File: config.mk
export PLATFORM = sky130hd
export DESIGN_NAME = can_tx_slot_ctrl
export DESIGN_NICKNAME = d
export VERILOG_FILES = /design/src/rtl/can_tx_pkg.sv /design/src/rtl/can_tx_pick.sv /design/src/rtl/can_tx_slot_cell.sv /design/src/rtl/can_tx_status.sv /design/src/rtl/can_tx_slot_ctrl.sv
export SDC_FILE = /design/constraint.sdc
export NUM_CORES = 1
export LEC_CHECK = 0
export BUFFER_PORTS_ARGS = -buffer_cell sky130_fd_sc_hd__buf_2
export CAP_MARGIN = 40
export CORE_UTILIZATION = 53
export CTS_CLUSTER_DIAMETER = 150
export DETAILED_ROUTE_END_ITERATION = 6
export PLACE_DENSITY = 0.91
export SLEW_MARGIN = 10
export SYNTH_ARGS = -nofsm -noshare
export SYNTH_HDL_FRONTEND = slang
export SYNTH_SLANG_ARGS = --single-unit
File: constraint.sdc
create_clock -name clk -period 4.5 [get_ports clk]
set_input_delay 0.225 -clock clk [delete_from_list [all_inputs] [get_ports clk]]
set_output_delay 0.225 -clock clk [all_outputs]
set_load 0.01 [all_outputs]
File: src/rtl/can_tx_pkg.sv
package can_tx_pkg;
   typedef enum logic {
      CH_IDLE    = 1'b0,
      CH_SENDING = 1'b1
   } ch_state_e;
endpackage

File: src/rtl/can_tx_pick.sv
module can_tx_pick #(
   parameter int NUM_SLOTS = 16,
   localparam int SLOT_W = $clog2(NUM_SLOTS)
) (
   input  logic [NUM_SLOTS-1:0] elig,
   output logic                 any,
   output logic [SLOT_W-1:0]    idx
);
   always_comb begin
      any = |elig;
      idx = '0;
      for (int i = NUM_SLOTS - 1; i >= 0; i--) begin
         if (elig[i]) idx = SLOT_W'(i);
      end
   end
endmodule

File: src/rtl/can_tx_slot_cell.sv
module can_tx_slot_cell (
   input  logic clk,
   input  logic rst_n,
   input  logic we,
   input  logic req_d,
   input  logic sent_d,
   input  logic start_hit,
   input  logic lost_hit,
   input  logic ok_hit,
   output logic req,
   output logic active,
   output logic sent
);
   always_ff @(posedge clk) begin
      if (!rst_n) begin
         req    <= 1'b0;
         active <= 1'b0;
         sent   <= 1'b0;
      end else begin
         if (we) req <= req_d;
         if (ok_hit)            sent <= 1'b1;
         else if (we && !sent_d) sent <= 1'b0;
         if (start_hit)                active <= 1'b1;
         else if (lost_hit || ok_hit)  active <= 1'b0;
      end
   end
endmodule

File: src/rtl/can_tx_status.sv
module can_tx_status
   import can_tx_pkg::*;
#(
   parameter int NUM_SLOTS = 16,
   localparam int SLOT_W = $clog2(NUM_SLOTS)
) (
   input  logic              clk,
   input  logic              rst_n,
   input  logic              bus_idle,
   input  logic              any_elig,
   input  logic [SLOT_W-1:0] sel_idx,
   input  logic              arb_lost,
   input  logic              tx_ok,
   input  logic              int_en,
   output logic              start,
   output logic              lost,
   output logic              done,
   output logic [SLOT_W-1:0] cur_idx,
   output logic              tx_state,
   output logic              tx_succ,
   output logic [SLOT_W-1:0] last_slot,
   output logic              tx_irq
);
   ch_state_e state;

   assign tx_state = (state == CH_SENDING);
   assign start    = (state == CH_IDLE) && bus_idle && any_elig;
   assign lost     = tx_state && arb_lost;
   assign done     = tx_state && tx_ok && !arb_lost;

   always_ff @(posedge clk) begin
      if (!rst_n) begin
         state     <= CH_IDLE;
         cur_idx   <= '0;
         tx_succ   <= 1'b0;
         last_slot <= '0;
         tx_irq    <= 1'b0;
      end else begin
         tx_irq <= done && int_en;
         if (start) begin
            state   <= CH_SENDING;
            cur_idx <= sel_idx;
            tx_succ <= 1'b0;
         end else if (lost || done) begin
            state <= CH_IDLE;
         end
         if (done && int_en) begin
            tx_succ   <= 1'b1;
            last_slot <= cur_idx;
         end
      end
   end
endmodule

File: src/rtl/can_tx_slot_ctrl.sv
module can_tx_slot_ctrl #(
   parameter int NUM_SLOTS = 16,
   localparam int SLOT_W = $clog2(NUM_SLOTS)
) (
   input  logic                 clk,
   input  logic                 rst_n,
   input  logic [NUM_SLOTS-1:0] host_we,
   input  logic [NUM_SLOTS-1:0] host_req_d,
   input  logic [NUM_SLOTS-1:0] host_sent_d,
   input  logic                 bus_idle,
   input  logic                 arb_lost,
   input  logic                 tx_ok,
   input  logic                 int_en,
   output logic [NUM_SLOTS-1:0] slot_req,
   output logic [NUM_SLOTS-1:0] slot_active,
   output logic [NUM_SLOTS-1:0] slot_sent,
   output logic                 tx_state,
   output logic                 tx_succ,
   output logic [SLOT_W-1:0]    last_slot,
   output logic                 tx_irq
);
   if (NUM_SLOTS < 2 || NUM_SLOTS > 64) begin : g_bad_slots
      $error("can_tx_slot_ctrl: NUM_SLOTS must lie in 2..64");
   end

   logic [NUM_SLOTS-1:0] elig;
   logic                 any_elig;
   logic [SLOT_W-1:0]    sel_idx;
   logic [SLOT_W-1:0]    cur_idx;
   logic                 start, lost, done;

   assign elig = slot_req & ~slot_sent;

   can_tx_pick #(.NUM_SLOTS(NUM_SLOTS)) u_pick (
      .elig (elig),
      .any  (any_elig),
      .idx  (sel_idx)
   );

   can_tx_status #(.NUM_SLOTS(NUM_SLOTS)) u_status (
      .clk       (clk),
      .rst_n     (rst_n),
      .bus_idle  (bus_idle),
      .any_elig  (any_elig),
      .sel_idx   (sel_idx),
      .arb_lost  (arb_lost),
      .tx_ok     (tx_ok),
      .int_en    (int_en),
      .start     (start),
      .lost      (lost),
      .done      (done),
      .cur_idx   (cur_idx),
      .tx_state  (tx_state),
      .tx_succ   (tx_succ),
      .last_slot (last_slot),
      .tx_irq    (tx_irq)
   );

   for (genvar j = 0; j < NUM_SLOTS; j++) begin : g_slot
      can_tx_slot_cell u_cell (
         .clk       (clk),
         .rst_n     (rst_n),
         .we        (host_we[j]),
         .req_d     (host_req_d[j]),
         .sent_d    (host_sent_d[j]),
         .start_hit (start && (sel_idx == SLOT_W'(j))),
         .lost_hit  (lost  && (cur_idx == SLOT_W'(j))),
         .ok_hit    (done  && (cur_idx == SLOT_W'(j))),
         .req       (slot_req[j]),
         .active    (slot_active[j]),
         .sent      (slot_sent[j])
      );
   end
endmodule

# == Yosys cells after proc, flatten, opt, wreduce, memory -nomap -nowiden ==
# Cells that the tools add are included.
# word_totals
regBits,59
in_bits,54
out_inout_bits,55
elab_cells,311
# op_classes
eq_ne,30
n_mux,84
bitwise,3
reduce_logical,141
# ops
operator,n
1-bit logical AND,70
1-bit 2-to-1 mux,68
2-bit nonzero test,34
"4-bit == test, second input constant",16
4-bit 2-to-1 mux,16
"4-bit by 3-bit == test with 1-bit output, second input constant",8
1-bit zero test,17
1-bit logical OR,17
16-bit AND,1
"4-bit by 2-bit == test with 1-bit output, second input constant",4
16-bit NOT,1
16-bit OR reduction,1
"4-bit by 1-bit == test with 1-bit output, second input constant",2
4-bit zero test,2
1-bit NOT,1

# == Longest topological paths before layout ==
# Gate-level depths: netlist of run 1.
# logic_depth
depth_word,21
ltp_mapped,7
depth_no_buf,6

# == Modules after synthesis ==
# From an unflattened synthesis of run 1, not the netlist that was laid out.
# hier_totals
cells_unflattened,323
hier_area_um2,2849.0
# modules_own_cells
module,n_inst,cells_per_inst,area_per_inst_um2,seq_area_each_um2
can_tx_slot_cell,16,10,112.6,60.1
can_tx_slot_ctrl,1,86,435.4,0.0
can_tx_status,1,43,435.4,220.2
can_tx_pick,1,34,176.4,0.0

# == Worst setup path before layout of run 1 ==
# OpenSTA, ideal clock, no wires.
# synth_path
kind,register to register
start,register g_slot[7].u_cell.req
end,register u_status.cur_idx[1]
setup_ps,115
arrival_ps,1783
t_required_ps,4385
path_slack_ps,2602
path_stages_with_launch,8
n_path_buf,1
period_less_slack_ps,1898
path_cell_list,dfxtp_1 nor2b_4 or4_4 o41a_1 buf_6 nand2_1 o22ai_1 and2_1
# synth_between
elab_chain_cells,9
elab_cells_between_ends,11
classes_between,mux: 8; bitwise: 1; reduce/logical: 2
# synth_lines
element,line_no,source
"start, declared",can_tx_slot_cell.sv:10,"output logic req,"
"start signal, assigned",can_tx_slot_cell.sv:20,if (we) req <= req_d;
16-bit AND (*),can_tx_slot_ctrl.sv:32,assign elig = slot_req & ~slot_sent;
4-bit 2-to-1 mux (8 in series),can_tx_pick.sv:13,if (elig[i]) idx = SLOT_W'(i);
"end signal, assigned",can_tx_status.sv:42,cur_idx <= sel_idx;
"end, declared",can_tx_status.sv:18,"output logic [SLOT_W-1:0] cur_idx,"
# Mark *: on every way between the ends. The rest lies on a longest branch, timed or not.
# A chain may end at the register's enable or synchronous reset.

# == Worst setup path in the final report of run 1 ==
# Ends and elaborated chain as after synthesis.

==> flow_results.org, run 1 <==
** Logic synthesis
- Number of enable-type register cells in the synthesized netlist :: 0
- Counting flops with an async set or reset pin after synthesis yields a share of 0%.
- Summed over all instances, the cell type with the most area after synthesis is sky130_fd_sc_hd__dfxtp_1.
- Post-Syn Area :: 2950 um2
- Total number of yosys warnings :: 0
- sky130_fd_sc_hd__dfxtp_1 is the most common cell in the netlist.
- Sequential share of the synthesized area :: 40.0%
- Average footprint of a synthesized cell :: 8.36 um2
- Number of distinct library cells after synthesis :: 42
- The commonest cells after synthesis are 59 x sky130_fd_sc_hd__dfxtp_1, 48 x sky130_fd_sc_hd__buf_4, 36 x sky130_fd_sc_hd__nor2_1.
- Share of the synthesized area in the top cell type :: 40.0%
- For this run, the leading register cell type out of synthesis is sky130_fd_sc_hd__dfxtp_1.
- Synthesis produced a netlist with a net count of 407.
- Post-synthesis cell count :: 353
- After synthesis the netlist holds a flip-flop and latch count of 59.
- Top cells by area, synth :: sky130_fd_sc_hd__dfxtp_1 40%, sky130_fd_sc_hd__buf_4 12%, sky130_fd_sc_hd__mux2i_1 7.1%

** STA
- Setup-violating endpoint count in the final report :: 0
- For the pin with the worst max-slew slack, the measured transition is 0.698 ns.
- Layout Skew :: 0.0134 ns
- Measured against its own limit, the worst slew margin works out to 53.1%.
- The number of max-slew violations in the final report came to 0.
- Setup repair after global routing missed its margin :: no
- The tightest hold path in the finished design has a slack of 0.124 ns.
- The worst path uses 45.2% of the clock period.
- In the final timing run, aggregate negative setup slack is 0 ns.
- Final critical-path setup slack :: 2.46 ns
- Final min period :: 2.04 ns
- Peak Freq :: 0.491 GHz
- Hold Fails Final Rpt :: 0

** Floorplan
- Floorplan core area :: 5240 um2
- Initial Utilization :: 56.3%
- Die height :: 76.6 um
- Number of I/O pins :: 109
- Num rows :: 26
- Die Footprint :: 5870 um2
- Width of the chip :: 76.6 um

** Worst setup path
- Required time at the endpoint of the critical path :: 4.73 ns
- Worst Path Class, Setup :: flip-flop to flip-flop
- CP Buf/Inv Count :: 0
- STA classifies the critical path startpoint as a flip-flop.
- The worst setup path is captured at a flip-flop.
- In this run the number of cells on the critical path is 6.
- For this run, the slowest stage of the critical path takes 0.58 ns.
- Of all nets on the critical path, the largest fanout is 8.
- In this design, the largest share of critical-path delay is due to simple AND/OR/NAND/NOR gates.
- Slowest cell on the critical path :: sky130_fd_sc_hd__o41a_1
- Number of cells on the worst reg-to-reg path :: 6
- Traced cell by cell, the critical path runs through nor2b_4, or4_4, o41a_1, nand2_1, o22ai_1, and2_1.
- Data arrives at the worst endpoint at 2.27 ns.

** Place
- Weighted congestion at the end of routability-driven global placement :: 0.888
- Worst slack at placement :: 2.48 ns
- Half-perimeter wire length after placement :: 5400 um
- Including well taps, the total number of placed cells is 474.
- Port-buffer cells :: 108
- Once placement finished, the instance area stood at 3200 um2.

** Global route
- Met3 capacity usage during global routing :: 8.98%
- Total routing resource utilization after global routing :: 25.1%
- Global routing met2 resource utilization :: 39.6%
- Global routing usage on met1 :: 30.9%
- The number of global-route vias before repair came to 2,477.
- Number of antenna violations at the first check in global routing :: 0
- Entering global routing, the biggest net connects 24 pins.
- For this run the aggregate overflow at the end of global routing stands at 0.
- After global routing, the most crowded layer is met2.
- The first global-routing pass estimated 11,500 um of wire.

** Layout
- Area growth from synthesis to layout :: 15.0%
- Fraction of layout instances using a drive strength above 1 :: 30.5%
- The number of antenna diodes in the final layout is 0.
- Final cell count without fillers :: 489
- Post-route standard cell area excluding fillers :: 3390 um2
- Final nets :: 469
- Measured on the finished design, the core utilization comes to 64.8%.

** Route
- Dividing the detail-routed wire length by the instance count gives 14.1 um.
- Total vias in the final route :: 2,622
- Total length of routed wires :: 6900 um
- DRC violation count after routing :: 0
- Number of iterations in the first detailed-routing pass :: 4
- Via density per instance :: 5.36
- The first routing iteration left 202 violations.
- The count of nets left with antenna violations once routing finished came out at 0.

** Clock tree
- The number of hold buffers added after CTS was 0.
- The clock passes through at most 2 buffers.
- Root Buffer Master :: sky130_fd_sc_hd__clkbuf_8
- The clock drives 59 sinks.
- CTS H-tree lvls :: 3
- TritonCTS built the clock tree.
- The number of clock buffers added by TritonCTS is 9.
- Post-cts repair resize count :: 0
- Clock slew at the register clock pins of the worst setup and hold paths :: 0.06 ns
- Skew-Pair Late Insertion Delay :: 0.34 ns
- Post-CTS timing repair inserted 0 buffers for setup.

** Outcome
- The run finished with clean final reports.

** Power and ir drop
- The analysis attributes to cell leakage a power of 1.61 nW.
- Pwr per Cell Area :: 354 nW/um2
- VDD IR max :: 0.000207 V
- Overall power :: 1.20 mW

** Min path
- Worst min path class :: input pin to flip-flop
- Depth of the worst hold-timing path :: 3

** Flow run
- Across the run, the number of max-cap violations was 0.
## flip-flops by register name, summed over array words and instances (netlist names)
register              count
u_status.tx_succ          1
u_status.tx_irq           1
u_status.last_slot        4
g_slot.u_cell.active     16
g_slot.u_cell.req        16
g_slot.u_cell.sent       16
u_status.tx_state         1
u_status.cur_idx          4
## power by group
part	internal, mW	switching [mW]	total, mW
clock network	0.282	0.193	0.476
registers	0.541	0.0194	0.560
logic	0.0692	0.0955	0.165
## routing by layer
layer | share of wire (%) | wire, um
met5 | 0 | 0
met4 | 1.8 | 122
met3 | 8.1 | 560
met2 | 47 | 3250
met1 | 43 | 2970
## placed cells by master, fill, tap and decap left out, types with 6 or more instances in the layout
master / synthesis / layout
sky130_fd_sc_hd__o211ai_1: 14 / 14
sky130_fd_sc_hd__nand2b_1: 13 / 13
sky130_fd_sc_hd__buf_2: 1 / 108
sky130_fd_sc_hd__a21oi_1: 19 / 19
sky130_fd_sc_hd__nand2_1: 28 / 28
sky130_fd_sc_hd__nor2b_1: 11 / 11
sky130_fd_sc_hd__o21ai_0: 31 / 31
sky130_fd_sc_hd__dfxtp_1: 59 / 59
sky130_fd_sc_hd__inv_1: 18 / 18
sky130_fd_sc_hd__nor3_1: 6 / 6
sky130_fd_sc_hd__clkbuf_8: 0 / 11
sky130_fd_sc_hd__nor2_1: 36 / 36
sky130_fd_sc_hd__mux2i_1: 21 / 21
## tightest hold or removal path: stages
cell and delay (ns):
sky130_fd_sc_hd__buf_2 0.07, sky130_fd_sc_hd__mux2i_1 0.05, sky130_fd_sc_hd__nor2_1 0.07
## final timing paths
check        slack (ns)                                  end                                 from
max                2.46     u_status.cur_idx[1]$_SDFFE_PN0P_    g_slot[7].u_cell.req$_SDFFE_PN0P_
min reg2reg        0.49  g_slot[13].u_cell.sent$_SDFFE_PN0P_  g_slot[13].u_cell.sent$_SDFFE_PN0P_
max reg2reg        2.46     u_status.cur_idx[1]$_SDFFE_PN0P_    g_slot[7].u_cell.req$_SDFFE_PN0P_
min                0.12    g_slot[8].u_cell.req$_SDFFE_PN0P_                        host_req_d[8]
## layout make-up
cell class	count	area (um2)
clock buffer	13	159
tap	70	87.6
clock inverter	2	35.0
inverter	19	71.3
fill	456	1840
timing repair buffer	109	568
multi-input combinational	217	1290
sequential	59	1180
## cell families after synthesis
kind of cell    after synthesis  synth area share (%)
simple gates                114                  19.5
compound gates               82                  17.2
buf+inv                      77                  16.2
flops                        59                  40.0
mux                          21                  7.12
Note: power is estimated with default switching activity, not from simulation.
==> inputs of run 2 (changes only) <==
ABC_AREA = 1   (was default)
CORE_UTILIZATION = 45   (was 53)
PLACE_DENSITY = 0.82   (was 0.91)
clock period = 1.7 ns   (was 4.5 ns; I/O delays follow)
==> flow_results.org, run 2 <==
** Worst setup path
- At the worst endpoint, the required time is 1.93 ns.
- The worst register-to-register path ends at g_slot[8].u_cell.active$_SDFFE_PN0P_.
- Number of cells on the worst reg-to-reg path :: 19
- Maximum fanout encountered on the critical timing path :: 6
- Worst-case register-to-register setup slack :: 0.003 ns
- For the worst setup path, the data arrival time is 1.93 ns.
- Worst Path Class, Setup :: flip-flop to flip-flop
- In this run the critical register-to-register path is launched from g_slot[15].u_cell.req$_SDFFE_PN0P_.
- The worst setup path is captured at a flip-flop.
- The worst setup path is launched from a flip-flop.

** Floorplan
- The die is 84.2 um wide.
- Die Footprint :: 7090 um2
- For this configuration, the core starts out at a cell density of 47.3%.
- The floorplan has 29 rows.
- Floorplan core area :: 6420 um2
- Die height :: 84.2 um
- Number of I/O pins :: 109

** Logic synthesis
- Number of enable-type register cells in the synthesized netlist :: 0
- sky130_fd_sc_hd__dfxtp_1 takes more of the synthesized area than any other cell.
- By instance count, the leading cell after synthesis is sky130_fd_sc_hd__nand2_1.
- Counting every instance in the synthesized netlist gives 433.
- Counting flops with an async set or reset pin after synthesis yields a share of 0%.
- Yosys mapped the design onto 23 distinct sky130hd cell types.
- Counting instances in the post-synthesis netlist gives the leading cell types as 93 x sky130_fd_sc_hd__nand2_1, 59 x sky130_fd_sc_hd__dfxtp_1, 53 x sky130_fd_sc_hd__nor2_1.
- The most used flip-flop cell after synthesis is sky130_fd_sc_hd__dfxtp_1.
- During synthesis, Yosys emitted a total of 0 warnings.
- Fraction of synthesized cell area in xor and xnor cells :: 0%
- Flip-flop and latch count after synthesis :: 59
- Each instance of the synthesized netlist takes up on average 7.02 um2.
- Counting every net in the synthesized netlist gives 487.
- Synthesized-area fraction occupied by ao, oa, aoi and oai cells :: 14.6%
- Mux cell area share after synthesis :: 0%
- The share of the Yosys chip area taken by registers is 38.8%.
- In this run the cell area of the synthesized design comes to 3040 um2.
- By area, the combinational part of the netlist is dominated by simple AND/OR/NAND/NOR gates.
- Of the total synthesized cell area, the portion taken by AND, OR, NAND and NOR gates is 28.1%.
- Share of the synthesized area in the top cell type :: 38.8%
- Post-Synth Adder-Cell Area :: 0%
- Ranked by total cell area, the synthesized netlist is headed by sky130_fd_sc_hd__dfxtp_1 39%, sky130_fd_sc_hd__buf_4 12%, sky130_fd_sc_hd__nand2_1 11%.

** STA
- Final critical-path setup slack :: 0.00257 ns
- In the finished design, the share of the clock period the worst path needs comes to 99.8%.
- For the final database, setup skew stands at 0.00502 ns.
- Hold Fails Final Rpt :: 0
- Final min period :: 1.70 ns
- Number of slew-limit violations in the final report :: 0
- At the pin with the least slew margin, the transition time is 0.432 ns.
- Setup violations remaining at the end of the flow were counted as 0.
- Setup repair after global routing could not meet its margin everywhere.
- Derived from the worst setup path, the maximum achievable clock frequency is 0.589 GHz.
- Worst rel slew slack :: 71.2%

** Power and ir drop
- Sequential group share of total power :: 45.2%
- Int Power :: 2.32 mW
- Summed over all nets, the switching power comes to 0.945 mW.
- Net switching is 29.0% of the power.
- For this design the ratio of total power to cell area is 838 nW/um2.
- Combinational share of power :: 19.3%
- VDD IR max :: 0.000482 V
- Clk pwr share :: 35.5%
- In this run the static leakage power is 1.81 nW.

** Place
- Port-buffer cells :: 108
- Worst slack at placement :: -0.0977 ns
- Including well taps, the total number of placed cells is 574.
- Routability-driven placement finished with a final weighted congestion of 0.884.
- Half-perimeter wire length after placement :: 5880 um

** Clock tree
- Clock Path Buffers :: 2
- The later pin in the worst-skew pair is clocked with a latency of 0.34 ns.
- Clock tree from TritonCTS :: done
- In this run the clock root is driven by a sky130_fd_sc_hd__clkbuf_8.
- The H-tree was split into 3 levels.
- CTS saw 59 sinks.
- Clock-pin slew was measured on the worst setup and hold paths at 0.06 ns.
- Clock tree synthesis inserted a total of 9 buffers.

** Min path
- Worst min path class :: input pin to flip-flop
- The path with the worst hold slack has its endpoint at g_slot[10].u_cell.req$_SDFFE_PN0P_.
- Hold path startpoint :: host_we[10]
- Depth of the worst hold-timing path :: 3

** Global route
- Wire length of the first global-routing pass :: 12,900 um
- Total routing resource utilization after global routing :: 23.4%
- Number of antenna violations at the first check in global routing :: 0
- Pin count of the biggest net entering global routing :: 22
- Number of global-route vias before repair :: 2,877
- GRT overflow :: 0

** Outcome
- Failing checks :: DRC
- Result of the run :: finished, violations left

** Route
- Via density per instance :: 4.88
- Drt wl/cell :: 13.2 um
- In this run the remaining antenna-violating nets after routing total 0.
- Number of iterations in the first detailed-routing pass :: 7
- The routed layout has 2,982 vias.
- The final layout contains routed wiring with a total length of 8040 um.
- Drt initial violations :: 152
- DRC violation count after routing :: 18

** Layout
- The net count of the finished layout is 584.
- 0 antenna diodes ended up in the layout.
- Leaving out fill and tap cells, the most frequent cell in the layout is sky130_fd_sc_hd__buf_2.
- The library cells used most frequently in the layout, excluding fill and tap cells, are 108 x sky130_fd_sc_hd__buf_2, 88 x sky130_fd_sc_hd__nand2_1, 54 x sky130_fd_sc_hd__dfxtp_1.
- Area growth from synthesis to layout :: 28.0%
- The count of cells in the finished layout, fillers not included, comes to 611.
- In the final layout, the registers with the most flip-flops are g_slot.u_cell.active (16), g_slot.u_cell.req (16), g_slot.u_cell.sent (16).
- In the final layout, the share of cells above drive strength 1 is 37.3%.

** Flow run
- Across the run, the number of max-cap violations was 0.
-- run 2: cell types whose count changed in the layout (fill, tap and decap cells not counted), sizes merged, moves of 19 or more --
cell         previous run  this run
dlygate4sd3             0        19
a21oi                  20        45
inv                    18        45
mux2i                  21         0
nand2                  28       105
nor2                   36        60
-- run 2: worst max path at each step --
stage | start | to | slack, ns | cells past startpoint
after CTS | g_slot[15].u_cell.req$_SDFFE_PN0P_ | g_slot[12].u_cell.active$_SDFFE_PN0P_ | -0.01 | 19
after global routing | g_slot[15].u_cell.req$_SDFFE_PN0P_ | g_slot[5].u_cell.active$_SDFFE_PN0P_ | -0.19 | 18
final | g_slot[15].u_cell.req$_SDFFE_PN0P_ | g_slot[8].u_cell.active$_SDFFE_PN0P_ | 0.003 | 19
after global placement | g_slot[14].u_cell.req$_SDFFE_PN0P_ | g_slot[12].u_cell.active$_SDFFE_PN0P_ | -0.09 | 18
after detailed placement | g_slot[14].u_cell.req$_SDFFE_PN0P_ | g_slot[12].u_cell.active$_SDFFE_PN0P_ | -0.1 | 18
after floorplan | g_slot[0].u_cell.sent$_SDFFE_PN0P_ | g_slot[11].u_cell.active$_SDFFE_PN0P_ | 0.23 | 10
-- run 2: critical path: stages, from the launching register on --
cell                      delay (ns)
sky130_fd_sc_hd__dfxtp_2        0.33
sky130_fd_sc_hd__inv_2          0.05
sky130_fd_sc_hd__nor2_2         0.09
sky130_fd_sc_hd__nand2_2        0.06
sky130_fd_sc_hd__nand2_1        0.05
sky130_fd_sc_hd__nand2_1        0.05
sky130_fd_sc_hd__nand2_1        0.05
sky130_fd_sc_hd__nand2_1        0.04
sky130_fd_sc_hd__nand2_1        0.07
sky130_fd_sc_hd__nand2_2        0.06
sky130_fd_sc_hd__nand2_1        0.05
sky130_fd_sc_hd__nand2_1        0.04
sky130_fd_sc_hd__nand2_1        0.06
sky130_fd_sc_hd__nand2_1        0.06
sky130_fd_sc_hd__nand2_1        0.07
sky130_fd_sc_hd__nand2_2        0.08
sky130_fd_sc_hd__nand2_4        0.14
sky130_fd_sc_hd__nand2_8        0.09
sky130_fd_sc_hd__nand3_1        0.09
sky130_fd_sc_hd__a21oi_1        0.06
-- run 2: kinds of logic after synthesis --
logic type	after synthesis
buffers and inverters	102
AO/OA/AOI/OAI	84
AND/OR/NAND/NOR	188
flip-flops	59
-- run 2: cell type report --
| class | count | area, um2 |
|---|---|---|
| multi-input cells | 274 | 1430 |
| well taps | 77 | 96.3 |
| clock inverters | 2 | 10.0 |
| flip-flops and latches | 59 | 1190 |
| fillers | 618 | 2530 |
| repair buffers | 141 | 836 |
| clock buffers | 13 | 169 |
| inverters | 45 | 169 |
-- run 2: power by group through the flow --
stage                     registers [mW]  clock network (mW)  logic (mW)
after global placement              1.50                   0       0.530
after CTS                           1.47                1.18       0.605
after floorplan                     1.50                   0       0.368
after global routing                1.48                1.24       0.690
final                               1.47                1.16       0.631
after detailed placement            1.50                   0       0.538
-- run 2: timing repair --
item                       in CTS  in global routing
setup endpoints to repair       9                 19
resized for setup              14                 17
hold endpoints to repair       15                  0
setup buffers                   1                  0
pin swaps                       5                  4
gates cloned                    2                  0
hold buffers                   19                  0
-- run 2: through the flow --
stage	cell area, um2	total power [mW]	TNS, ns	hold slack (ns)	utilization, %
floorplan	3040	1.86	0	0.220	-
global placement	3390	2.03	-0.544	0.305	52.7
detailed placement	3390	2.04	-0.507	0.316	52.7
CTS	3820	3.26	-0.0393	0.000647	59.5
global route	3890	3.41	-2.50	0.0170	60.6
finish	3890	3.26	0	0.00117	60.6
-- run 2: routing by layer --
metal  up-vias  track usage, %  part of all wire, %
li1       1524               -                    -
met1      1348            28.4                   45
met2        98            39.9                   48
met3        12            5.51                  5.6
met4         0            9.40                  1.4
met5         -               0                    0
==> inputs of run 3 (changes only) <==
CORE_UTILIZATION = 46   (was 45)
PLACE_DENSITY = 0.83   (was 0.82)
SYNTH_HIERARCHICAL = 1   (was default)
==> flow_results.org, run 3 <==
** Clock tree
- Skew-Pair Late Insertion Delay :: 0.34 ns
- Root Buffer Master :: sky130_fd_sc_hd__clkbuf_8
- The longest clock path from root to sink contains 2 buffers.
- In this run, CTS created clock tree buffers numbering 9.
- Clock slew at the register clock pins of the worst setup and hold paths :: 0.06 ns
- Clock tree from TritonCTS :: done
- Total clock sinks :: 59
- CTS H-tree lvls :: 3

** STA
- Setup-violating endpoint count in the final report :: 18
- The tightest hold path in the finished design has a slack of 0.00613 ns.
- For the pin with the worst max-slew slack, the measured transition is 0.597 ns.
- Crit share post-route :: 115%
- Final-layout setup total negative slack :: -3.52 ns
- Final critical-path setup slack :: -0.248 ns
- Hold Fails Final Rpt :: 0
- Setup repair after global routing missed its margin :: yes
- Clock skew on the completed layout was measured at 0.0158 ns.
- Final min period :: 1.95 ns
- In this run the tightest slew margin relative to its limit is 60.1%.
- Derived from the worst setup path, the maximum achievable clock frequency is 0.513 GHz.
- Number of slew-limit violations in the final report :: 0

** Logic synthesis
- The top cell type by area accounts for 36.5% of the synthesized area.
- For this run, the register share of the synthesized area comes to 36.5%.
- Most frequently used flop master after synthesis :: sky130_fd_sc_hd__dfxtp_1
- Flip-flop and latch count after synthesis :: 59
- During synthesis, Yosys emitted a total of 6 warnings.
- Top cells by area, synth :: sky130_fd_sc_hd__dfxtp_1 36%, sky130_fd_sc_hd__inv_1 16%, sky130_fd_sc_hd__nand2_1 10%
- In the synthesized netlist the async set-or-reset flop fraction comes to 0%.
- In the synthesized netlist, the number of instances is 507.
- Average footprint of a synthesized cell :: 6.38 um2
- Number of enable-type register cells in the synthesized netlist :: 0
- The cell area that synthesis handed to floorplanning was 3240 um2.
- Counting every net in the synthesized netlist gives 561.
- After synthesis, the most frequently instantiated cells are 135 x sky130_fd_sc_hd__inv_1, 90 x sky130_fd_sc_hd__nand2_1, 77 x sky130_fd_sc_hd__nor2_1.
- Number of distinct library cells after synthesis :: 18
- Top cell type by total area after synthesis :: sky130_fd_sc_hd__dfxtp_1
- Leading cell type by number of instances after synthesis :: sky130_fd_sc_hd__inv_1

** Place
- The HPWL after detailed placement is 6690 um.
- At the end of routability-driven placement, the weighted congestion stood at 0.836.
- Port-buffer cells :: 108

** Power and ir drop
- VDD IR max :: 0.000509 V
- Clk pwr share :: 42.5%
- Combinational logic burns 19.8% of the power.
- Sequential cells burn 37.7% of the power.
- The completed layout was analyzed and its total power is 3.93 mW.
- The analysis attributes to cell leakage a power of 2.46 nW.
- Int Power :: 2.88 mW
- Summed over all nets, the switching power comes to 1.05 mW.
- Dividing total power by cell area gives a power density of 801 nW/um2.
- Net switching is 26.7% of the power.

** Worst setup path
- In this design, the stage delay of the slowest critical-path cell is 0.32 ns.
- In this design, the largest share of critical-path delay is due to simple AND/OR/NAND/NOR gates.
- Data on the critical path is required at its endpoint by 1.97 ns.
- Maximum fanout encountered on the critical timing path :: 5
- Among the stages of the critical path, the cell type that occurs most often is sky130_fd_sc_hd__nand3_1.
- Slowest cell on the critical path :: sky130_fd_sc_hd__dfxtp_2
- STA classifies the critical path endpoint as a flip-flop.
- The worst setup path is launched from a flip-flop.
- Measured in cells, the most critical reg-to-reg path has a length of 15.
- In this run the critical register-to-register path is captured at g_slot[12].u_cell/active$_SDFFE_PN0P_.
- Worst Path Class, Setup :: flip-flop to flip-flop
- In this run the register-to-register setup slack is -0.25 ns.
- The signal on the critical path passes through inv_1, nor2_2, or2_1, nand3_1, nand3_1, nand3_1, nand3_1, a21oi_2, nor3_2, buf_4, inv_2, nand3_1, nor2_1, inv_1, a21oi_2.
- Data arrival time of the critical path :: 2.22 ns
- The number of buffers and inverters on the critical path is 4.
- In this run the critical register-to-register path is launched from g_slot[14].u_cell/req$_SDFFE_PN0P_.
- In this run the number of cells on the critical path is 15.

** Flow run
- Max-cap violations in this run came to 0.

** Min path
- Hold path startpoint :: host_req_d[12]
- Hold Path Sink :: g_slot[12].u_cell/req$_SDFFE_PN0P_
- Counting instances, the worst hold path has a depth of 3.
- In this run the worst hold path is classified as input pin to flip-flop.

** Layout
- The library cell used most frequently in the layout, excluding fill and tap cells, is sky130_fd_sc_hd__inv_1.
- Biggest regs :: g_slot.u_cell/active (16), g_slot.u_cell/req (16), g_slot.u_cell/sent (16)
- Most frequent cells in the layout :: 130 x sky130_fd_sc_hd__inv_1, 108 x sky130_fd_sc_hd__buf_2, 85 x sky130_fd_sc_hd__nand2_1
- The final layout contains 754 nets.
- Fraction of layout instances using a drive strength above 1 :: 38.2%
- The area growth from synthesis to layout is 51.5%.
- The number of antenna diodes in the final layout is 0.
- Post-layout util :: 72.2%

** Route
- Antenna-violating nets left :: 0
- Drt initial violations :: 90
- The routed design has 9440 um of wire.
- After detailed routing, the average wire length per cell comes to 11.8 um.
- DRC violation count after routing :: 0
- Across all layers, the routed design uses 3,687 vias.
- Number of iterations in the first detailed-routing pass :: 4
- After detailed routing, the number of vias per cell comes to 4.60.

** Global route
- The first global-routing pass estimated 15,200 um of wire.
- Number of antenna violations at the first check in global routing :: 0
- Global routing used 26.4% of the available tracks.
- Number of global-route vias before repair :: 3,558
- Pin count of the biggest net entering global routing :: 42
- GRT overflow :: 0

** Floorplan
- Die height :: 85.9 um
- After floorplanning, the core was sized to cover 6790 um2.
- Num rows :: 30
- For this configuration, the core starts out at a cell density of 47.6%.
- Die Footprint :: 7380 um2
- Width of the chip :: 85.9 um
- Number of I/O pins :: 109

** Outcome
- Result of the run :: finished, violations left
- The final reports fail on setup timing.
run 3: cell families after synthesis:
| logic type | after synthesis | share of synthesized area, % |
|---|---|---|
| flip-flops | 59 | 36.5 |
| buffers and inverters | 161 | 19.0 |
| AO/OA/AOI/OAI | 69 | 14.5 |
| AND/OR/NAND/NOR | 218 | 30.0 |
run 3: power groups by stage:
stage	Clock, mW	Sequential (mW)	Combinational, mW
after global routing	1.75	1.49	0.856
after detailed placement	0	1.51	0.649
after global placement	0	1.51	0.637
final	1.67	1.48	0.779
after floorplan	0	1.53	0.328
after CTS	1.68	1.48	0.746
run 3: how the worst max path moves through the flow:
stage                                            start                                     to  slack [ns]
floorplan           g_slot[13].u_cell/req$_SDFFE_PN0P_  g_slot[11].u_cell/active$_SDFFE_PN0P_       -0.08
global placement    g_slot[15].u_cell/req$_SDFFE_PN0P_  g_slot[15].u_cell/active$_SDFFE_PN0P_       -0.25
detailed placement  g_slot[15].u_cell/req$_SDFFE_PN0P_  g_slot[15].u_cell/active$_SDFFE_PN0P_       -0.34
CTS                 g_slot[15].u_cell/req$_SDFFE_PN0P_  g_slot[15].u_cell/active$_SDFFE_PN0P_       -0.23
global route        g_slot[15].u_cell/req$_SDFFE_PN0P_   g_slot[5].u_cell/active$_SDFFE_PN0P_       -0.40
finish              g_slot[14].u_cell/req$_SDFFE_PN0P_  g_slot[12].u_cell/active$_SDFFE_PN0P_       -0.25
run 3: metal layers:
| layer | vias up | global-route usage [%] | wire length [um] |
|---|---|---|---|
| li1 | 1884 | - | - |
| met5 | - | 0 | 0 |
| met1 | 1683 | 29.1 | 4080 |
| met4 | 0 | 10.8 | 187 |
| met3 | 17 | 5.00 | 347 |
| met2 | 103 | 49.5 | 4820 |
run 3: worst reg2reg max path, cell delays in order (launching register included):
cell	delay, ns
sky130_fd_sc_hd__dfxtp_2	0.32
sky130_fd_sc_hd__inv_1	0.05
sky130_fd_sc_hd__nor2_2	0.03
sky130_fd_sc_hd__or2_1	0.28
sky130_fd_sc_hd__nand3_1	0.10
sky130_fd_sc_hd__nand3_1	0.07
sky130_fd_sc_hd__nand3_1	0.07
sky130_fd_sc_hd__nand3_1	0.09
sky130_fd_sc_hd__a21oi_2	0.16
sky130_fd_sc_hd__nor3_2	0.05
sky130_fd_sc_hd__buf_4	0.15
sky130_fd_sc_hd__inv_2	0.09
sky130_fd_sc_hd__nand3_1	0.10
sky130_fd_sc_hd__nor2_1	0.13
sky130_fd_sc_hd__inv_1	0.07
sky130_fd_sc_hd__a21oi_2	0.12
run 3: cell type report:
type,instances,area [um2]
tap,96,120
sequential,59,1190
timing repair buffer,186,1220
clock inverter,4,95.1
multi-input combinational,287,1520
clock buffer,12,165
fill,564,1890
inverter,157,589
run 3: per-stage QoR:
step | cell area (um2) | instances | setup WS (ns)
detailed placement | 4240 | 751 | -0.340
global route | 4900 | 801 | -0.404
finish | 4900 | 801 | -0.248
floorplan | 3260 | 507 | -0.0833
global placement | 4240 | 751 | -0.248
CTS | 4860 | 801 | -0.227
run 3: what timing repair did:
item / in CTS / in global routing
endpoints found under the setup margin: 16 / 21
pin swaps: 12 / 4
setup buffers: 3 / 0
resized for setup: 11 / 13
endpoints found under the hold margin: 16 / 0
hold buffers: 31 / 0
